===== config.mk =====
export PLATFORM = sky130hd
export DESIGN_NAME = bank_sched
export DESIGN_NICKNAME = d
export VERILOG_FILES = /design/src/rtl/sdb_pkg.sv /design/src/rtl/sdb_timer.sv /design/src/rtl/sdb_rdpipe.sv /design/src/rtl/bank_sched.sv
export SDC_FILE = /design/constraint.sdc
export NUM_CORES = 1
export LEC_CHECK = 0
export BUFFER_PORTS_ARGS = -buffer_cell sky130_fd_sc_hd__buf_4
export CAP_MARGIN = 15
export CORE_ASPECT_RATIO = 0.8
export CORE_UTILIZATION = 52
export DETAILED_ROUTE_END_ITERATION = 8
export GPL_ROUTABILITY_DRIVEN = 0
export GPL_TIMING_DRIVEN = 0
export PLACE_DENSITY = 0.72
export REMOVE_ABC_BUFFERS = 1
export SYNTH_ARGS = -nofsm -noshare
export SYNTH_HDL_FRONTEND = slang
export SYNTH_SLANG_ARGS = --single-unit

===== constraint.sdc =====
create_clock -name clk -period 3.7 [get_ports clk]
set_input_delay 0.555 -clock clk [delete_from_list [all_inputs] [get_ports clk]]
set_output_delay 0.555 -clock clk [all_outputs]
set_load 0.02 [all_outputs]

===== src/rtl/sdb_pkg.sv =====
package sdb_pkg;
  typedef enum logic [2:0] {
    CMD_NOP = 3'd0,
    CMD_ACT = 3'd1,
    CMD_RD  = 3'd2,
    CMD_WR  = 3'd3,
    CMD_PRE = 3'd4
  } sdb_cmd_e;
endpackage


===== src/rtl/sdb_timer.sv =====
// Down-counting window timer: expired goes high once span cycles
// have elapsed since the cycle whose registered command loaded it.
module sdb_timer #(
  parameter int W = 4
) (
  input  logic         clk,
  input  logic         rst,
  input  logic         load,
  input  logic [W-1:0] span,
  output logic         expired
);
  logic [W-1:0] cnt_q;

  always_ff @(posedge clk) begin
    if (rst) begin
      cnt_q <= '0;
    end else if (load) begin
      cnt_q <= (span == '0) ? '0 : span - 1'b1;
    end else if (cnt_q != '0) begin
      cnt_q <= cnt_q - 1'b1;
    end
  end

  assign expired = (cnt_q == '0);
endmodule


===== src/rtl/sdb_rdpipe.sv =====
// Tagged shift pipeline for read returns; an entry injected at slot
// lat reaches slot 0 (the output) lat cycles after the command shows.
module sdb_rdpipe #(
  parameter int TW   = 4,
  parameter int TAGW = 4
) (
  input  logic            clk,
  input  logic            rst,
  input  logic            push,
  input  logic [TAGW-1:0] tag_in,
  input  logic [TW-1:0]   lat,
  output logic            vld_out,
  output logic [TAGW-1:0] tag_out
);
  localparam int D = (1 << TW) - 1;

  logic [D:0]      v_q;
  logic [TAGW-1:0] t_q [0:D];
  logic [D+1:0]    v_sh;
  logic [TAGW-1:0] t_sh [0:D+1];
  logic [TW-1:0]   lat_e;

  assign lat_e = (lat == '0) ? TW'(1) : lat;
  assign v_sh  = {1'b0, v_q};

  always_comb begin
    for (int i = 0; i <= D; i++) t_sh[i] = t_q[i];
    t_sh[D+1] = '0;
  end

  always_ff @(posedge clk) begin
    if (rst) begin
      v_q <= '0;
    end else begin
      for (int i = 0; i <= D; i++) begin
        v_q[i] <= (push && int'(lat_e) == i) ? 1'b1 : v_sh[i+1];
      end
    end
  end

  // Tag slots carry no reset so they can map onto plain storage.
  always_ff @(posedge clk) begin
    for (int i = 0; i <= D; i++) begin
      t_q[i] <= (push && int'(lat_e) == i) ? tag_in : t_sh[i+1];
    end
  end

  assign vld_out = v_q[0];
  assign tag_out = t_q[0];
endmodule


===== src/rtl/bank_sched.sv =====
module bank_sched
  import sdb_pkg::*;
#(
  parameter int TW   = 4,
  parameter int RW   = 13,
  parameter int CW   = 10,
  parameter int TAGW = 4,
  localparam int AW  = (RW > CW) ? RW : CW
) (
  input  logic            clk,
  input  logic            rst,
  input  logic [TW-1:0]   cfg_trcd,
  input  logic [TW-1:0]   cfg_tcas,
  input  logic [TW-1:0]   cfg_trp,
  input  logic [TW-1:0]   cfg_tras,
  input  logic [TW-1:0]   cfg_twr,
  input  logic            req_valid,
  output logic            req_ready,
  input  logic            req_write,
  input  logic [RW-1:0]   req_row,
  input  logic [CW-1:0]   req_col,
  input  logic [TAGW-1:0] req_tag,
  output logic [2:0]      cmd_code,
  output logic [AW-1:0]   cmd_addr,
  output logic            rd_valid,
  output logic [TAGW-1:0] rd_tag,
  output logic            cfg_warn
);
  localparam int RASW = TW + 2;

  // Effective open-to-close window (clamped to column + latency + 2).
  logic [RASW-1:0] ras_min, ras_eff;
  logic            ras_short;

  assign ras_min   = RASW'(cfg_trcd) + RASW'(cfg_tcas) + RASW'(2);
  assign ras_short = RASW'(cfg_tras) < ras_min;
  assign ras_eff   = ras_short ? ras_min : RASW'(cfg_tras);

  // Row state
  logic          open_q;
  logic [RW-1:0] row_q;
  logic          row_hit;

  assign row_hit = open_q && (req_row == row_q);

  // Window status
  logic rcd_ok, ras_ok, rp_ok, wr_ok;

  // Next-command decision
  sdb_cmd_e      nxt;
  logic [AW-1:0] nxt_addr;

  always_comb begin
    nxt       = CMD_NOP;
    nxt_addr  = '0;
    req_ready = 1'b0;
    if (req_valid) begin
      if (row_hit) begin
        if (rcd_ok) begin
          nxt       = req_write ? CMD_WR : CMD_RD;
          nxt_addr  = AW'(req_col);
          req_ready = 1'b1;
        end
      end else if (open_q) begin
        if (ras_ok && wr_ok) nxt = CMD_PRE;
      end else if (rp_ok) begin
        nxt      = CMD_ACT;
        nxt_addr = AW'(req_row);
      end
    end
  end

  logic do_act, do_pre, do_wr, do_rd;
  assign do_act = (nxt == CMD_ACT);
  assign do_pre = (nxt == CMD_PRE);
  assign do_wr  = (nxt == CMD_WR);
  assign do_rd  = (nxt == CMD_RD);

  // Registered command bus, row register and warning flag
  always_ff @(posedge clk) begin
    if (rst) begin
      cmd_code <= CMD_NOP;
      cmd_addr <= '0;
      open_q   <= 1'b0;
      row_q    <= '0;
      cfg_warn <= 1'b0;
    end else begin
      cmd_code <= nxt;
      cmd_addr <= nxt_addr;
      cfg_warn <= ras_short;
      if (do_act) begin
        open_q <= 1'b1;
        row_q  <= req_row;
      end else if (do_pre) begin
        open_q <= 1'b0;
      end
    end
  end

  // Timing windows
  sdb_timer #(.W(TW)) u_rcd (
    .clk(clk), .rst(rst), .load(do_act), .span(cfg_trcd), .expired(rcd_ok)
  );

  sdb_timer #(.W(RASW)) u_ras (
    .clk(clk), .rst(rst), .load(do_act), .span(ras_eff), .expired(ras_ok)
  );

  sdb_timer #(.W(TW)) u_rp (
    .clk(clk), .rst(rst), .load(do_pre), .span(cfg_trp), .expired(rp_ok)
  );

  sdb_timer #(.W(TW)) u_wr (
    .clk(clk), .rst(rst), .load(do_wr), .span(cfg_twr), .expired(wr_ok)
  );

  // Read return tracking
  sdb_rdpipe #(.TW(TW), .TAGW(TAGW)) u_rdp (
    .clk     (clk),
    .rst     (rst),
    .push    (do_rd),
    .tag_in  (req_tag),
    .lat     (cfg_tcas),
    .vld_out (rd_valid),
    .tag_out (rd_tag)
  );
endmodule


Yosys cells after proc, flatten, opt, wreduce, memory -nomap -nowiden
Memory sizes are Yosys's and may differ from the RTL's.
Cells that the tools add are included.
Word-level totals
  bits in registers: 65
  output and inout port bits: 23
  bits in writable memories: 64
  word-level logic and storage cells: 143
  memories kept: 1
Cells by class
  reduce and logical (&&, ||, !) cells: 38
  $add $sub $neg: 10
  order comparisons: 1
  bitwise operators: 1
  multiplexer cells: 62
  eq/ne operators: 20
Memory list
  u_rdp.t_q: words 16, width 4, read ports 16, clocked after memory_dff 0, wr ports 16, line sdb_rdpipe.sv:18  | logic [TAGW-1:0] t_q [0:D];
Operator list (number)
  $mux W4: 26
  $mux W13: 3
  $eq A4 B4 Y1 const B: 8
  $logic_not A4 Y1: 8
  $mux W6: 4
  $sub A4 B1 Y4 const B: 6
  $mux W1: 23
  $logic_and A1 B1 Y1: 18
  $eq A4 B3 Y1 const B: 4
  $eq A13 B13 Y1: 1
  $logic_not A6 Y1: 2
  $mux W3: 4
  $reduce_bool A4 Y1: 3
  $sub A6 B1 Y6 const B: 2
  $mux W10: 1
  $reduce_bool A2 Y1: 5
  $eq A4 B2 Y1 const B: 2
  $add A5 B2 Y6 const B: 1
  $eq A3 B2 Y1 const B: 2
  $lt A4 B6 Y1: 1
  $reduce_bool A6 Y1: 1
  $add A4 B4 Y5: 1
  $eq A4 B1 Y1 const B: 1
  $eq A3 B1 Y1 const B: 1
  other kinds (4): 4

Logic depth before layout (Yosys ltp)
  depth in word-level cells: 9
  gate-level depth with buffers: 17
  depth with buffers taken out: 17

Hierarchy
From an unflattened synthesis, not the netlist that was laid out.
Second synthesis, totals
  cells, all modules: 532
  area, all modules: 5587.9 µm²
By module, submodules not included
  sdb_rdpipe: times used 1, cells each 197, area each 2617.5 µm²
  bank_sched: times used 1, cells each 185, area each 1630.3 µm²
  sdb_timer at u_rcd ...: times used 3, cells each 33, area each 289.0 µm²
  sdb_timer at u_ras: times used 1, cells each 51, area each 473.0 µm²

Worst setup path before layout
Ideal clock, no wire load.
  kind: input to register
  start point: input port cfg_tcas[1]
  end point: register u_ras.cnt_q[4]
  data required time: 3.569 ns
  path slack: -0.175 ns
  setup time: 0.131 ns
  path buffers: 0
  stages on the path: 17
  arrival time: 3.744 ns
  path through: inv_1 > ha_1 > inv_1 > ha_1 > fa_1 > xor2_1 > inv_1 > ha_1 > a211oi_1 > o21ai_0 > o2111ai_2 > mux2i_1 > ha_1 > nand2_1 > a211o_1 > o21ai_0 > o32ai_1
On the way
  cells in the longest elaborated chain, start to end: 7
  elaborated cells on any way between the ends: 8
  those cells by class: 3 x add/sub; 1 x order compare; 3 x mux; 1 x reduce/logical
RTL lines
  start, declared: line bank_sched.sv:13  | input logic [TW-1:0] cfg_tcas,
  $add A4 B4 Y5 (*): line bank_sched.sv:35  | assign ras_min = RASW'(cfg_trcd) + RASW'(cfg_tcas) + RASW'(2);
  $add A5 B2 Y6 (*): line bank_sched.sv:35
  $lt A4 B6 Y1: line bank_sched.sv:36  | assign ras_short = RASW'(cfg_tras) < ras_min;
  $mux W6 (*): line bank_sched.sv:37  | assign ras_eff = ras_short ? ras_min : RASW'(cfg_tras);
  $sub A6 B1 Y6 or $logic_not A6 Y1 (tied branches): line sdb_timer.sv:18  | cnt_q <= (span == '0) ? '0 : span - 1'b1;
  $mux W6 (*): line sdb_timer.sv:18
  $mux W6 (*): line sdb_timer.sv:17  | end else if (load) begin
  end signal, assigned: line sdb_timer.sv:18
  end signal, assigned: line sdb_timer.sv:20  | cnt_q <= cnt_q - 1'b1;
  end, declared: line sdb_timer.sv:12  | logic [W-1:0] cnt_q;
Every way passes the cells marked *; elsewhere a longest branch is shown, timed or not.
A chain may end at the register's enable or synchronous reset.

Final worst setup path
  start point: input port cfg_tcas[1]
  end point: register u_ras.cnt_q[0]
The elaborated chain is that of the path after synthesis.

==> key figures <==
Logic synthesis
  • Post-synth EDFFs: 0
  • Register area share after synthesis: 47.36%
  • Syn avg cell area: 9.860 sq um
  • Synthesis-stage register bit count: 129
  • Asr flop ratio synth: 0%
  • Mapped Area: 5453 sq um
  • Yosys cell types: 53
  • Top_reg_cell synth: dfxtp_1
  • Cells after Synth: 553
  • Yosys warns: 0

Global route
  • Vias in the first global route: 3,727
  • Initial antenna violation count: 0
  • First-pass GRT wire length: 17,990 microns
  • GRT met2 Usage: 34.27%
  • Total GRT Usage: 21.63%
  • GRT Residual Overflow: 0
  • GRT met3 Usage: 5.703%
  • Grt peak-use layer: met2
  • Met1 GRT Util: 28.20%
  • Pin count of the biggest net entering global routing: 63

Cells and area
  • Post-Route Utilization: 66.29%
  • Layout cells sized above 1: 31.19%
  • Most common cell after layout, fill and taps aside: dfxtp_1
  • Commonest non-fill, non-tap cells in the layout: dfxtp_1, buf_4, nand2_1, mux2_2, a21oi_1
  • Inserted Diodes: 0
  • Area delta synth->final: 24.48%
  • Nets: 696

Power and ir drop
  • Final Power: 4.474 mW
  • Power Density: 659.1 nW/um^2
  • Leakage: 2.788 nW
  • Worst vdd ir: 0.3997 mV

STA
  • Final Max Slew Viols: 0
  • Hold Worst Slack: 0.3281 ns
  • Final worst-path cycle share: 95.93%
  • F_max: 281.7 MHz
  • Setup TNS Final: 0 ns
  • Minimum clock period: 3.549 ns
  • Worst Skew: 0.01071 ns
  • Fin worst setup slack: 0.1507 ns
  • Worst-Margin Slew: 0.8975 ns
  • Final hold vios: 0
  • Final Setup Violations: 0
  • Slew Limit Headroom: 39.71%

Worst setup path
  • Critical path class: primary input to flip-flop
  • Setup crit end kind: flip-flop
  • Worst EP required: 3.96 ns
  • CP max FO: 4
  • Startpoint types: primary input
  • Worst Path Arrival: 3.81 ns

Floorplan
  • Die area: 10,900 sq um
  • CORE AREA: 10,240 sq um
  • Die Wd: 116.5 microns
  • IO Count: 74
  • Initial Utilization: 53.25%
  • FP Rows: 33
  • Die span in y: 93.59 microns

Clock tree
  • Worst-path clk slew: 0.06 ns
  • Htree depth: 4
  • CTS tree: yes
  • Inserted Clock Buffers: 17
  • CTS sink count: 129
  • Clk_lat worst skew: 0.41 ns
  • Clock buffer depth: 2
  • CTS root buf: clkbuf_16

Placement
  • Place WS: -0.8264 ns
  • PortBufs: 73
  • Post-DP HPWL: 7687 microns

Status
  • Status: complete, no violations

Route
  • DR WL/cell: 14.48 microns
  • Total wire length: 11,260 microns
  • Drt first pass iters: 4
  • Vias per Instance: 5.257
  • DRC: 0
  • Via count: 4,090
  • 1st-iter DRT viols: 251
  • Routed Antenna Nets: 0

Job
  • Max Cap Viol: 0

Worst hold path
  • Worst Hold Class: flip-flop to flip-flop
-- metal layers --
| metal | vias up | share of wire [%] |
|---|---|---|
| met1 | 1927 | 45 |
| li1 | 2062 | - |
| met4 | 0 | 1.1 |
| met5 | - | 0 |
| met2 | 90 | 49 |
| met3 | 11 | 4.9 |
-- worst max-delay path: stages --
cell	delay [ns]
buf_4	0.09
inv_1	0.06
ha_1	0.27
inv_1	0.04
ha_1	0.22
fa_2	0.39
xor2_2	0.21
inv_1	0.10
ha_2	0.21
a211oi_4	0.24
o21ai_4	0.11
o2111ai_4	0.14
mux2i_2	0.33
ha_2	0.22
nand2_1	0.04
a211o_1	0.29
o211ai_1	0.19
o31ai_1	0.10
-- cell usage after synthesis (3+ instances only) --
cell type	count	share of area, %
nand4_1	13	1.5
nand2_1	57	3.9
nor3b_2	3	0.69
o21ba_2	6	1.1
nand4b_1	3	0.48
mux2i_1	3	0.55
clkbuf_1	18	1.2
o21ai_0	13	1.2
buf_4	4	0.55
ha_1	19	4.4
or3_1	8	0.92
and3_1	3	0.34
nor3_1	15	1.4
inv_1	25	1.7
and2_1	10	1.1
xnor2_1	24	3.9
dfxtp_1	129	47
nand3_1	6	0.55
a211oi_1	3	0.41
xor2_1	3	0.48
a21oi_1	51	4.7
nor3b_1	4	0.55
o31ai_1	4	0.55
o22ai_1	3	0.34
nor2_1	23	1.6
buf_2	5	0.46
mux2_2	57	12
nor2b_1	7	0.80
a21o_1	4	0.55
-- repair_timing --
action,4_1_cts,5_1_grt
endpoints found under the setup margin,6,6
pin swaps,1,8
setup buffers,2,7
gates resized for setup,7,11
hold buffers,0,0
-- registers in the layout (all words and copies together) (netlist names) --
register     flops
u_rdp.t_q       64
cfg_warn         1
open_q           1
u_rp.cnt_q       4
cmd_addr        13
u_rcd.cnt_q      4
cmd_code         3
row_q           13
u_rdp.v_q       16
u_ras.cnt_q      6
u_wr.cnt_q       4
-- worst paths after layout --
path / from / end / cells past startpoint / slack (ns)
max: cfg_tcas[1] / u_ras.cnt_q[0]$_SDFFE_PP0P_ / 18 / 0.15
min reg2reg: u_rdp.t_q[0][5]$_DFF_P_ / u_rdp.t_q[0][1]$_DFF_P_ / 0 / 0.33
min: u_rdp.t_q[0][5]$_DFF_P_ / u_rdp.t_q[0][1]$_DFF_P_ / 0 / 0.33
max reg2reg: u_rcd.cnt_q[0]$_SDFFE_PP0P_ / u_rdp.t_q[0][8]$_DFF_P_ / 6 / 0.77
-- cell families (layout without fill, tap and decap cells) --
kind of cell / count (synthesis) / after routing / share of synthesized area, %
AOI/OAI and AO/OA: 96 / 96 / 10.74
xor gates and xnor gates: 27 / 27 / 4.337
adders and majority gates: 20 / 20 / 4.727
buffers and inverters: 54 / 139 / 4.107
DFF: 129 / 129 / 47.36
muxes: 61 / 61 / 12.53
and+or+nand+nor: 166 / 166 / 16.20
-- final cells by class --
cell class / instances / area [sq um]
Timing Repair Buffer: 82 / 615.6
Sequential cell: 129 / 2582
Inverter: 25 / 93.84
Clock inverter: 14 / 165.2
Clock buffer: 18 / 429.2
Multi-Input combinational cell: 370 / 2726
Tap cell: 140 / 175.2
Fill cell: 831 / 3452
-- stage by stage --
stage | cell area (sq um) | instances
after floorplan | 5323 | 524
after CTS | 6686 | 771
after global routing | 6788 | 778
after global placement | 6046 | 737
final | 6788 | 778
after detailed placement | 6046 | 737
-- power by group --
part	internal, mW	switching (mW)
sequential	1.53	0.0922
combinational	0.534	0.644
clock	1.01	0.660
total	3.08	1.40
Power figures use the tool's default switching activity.
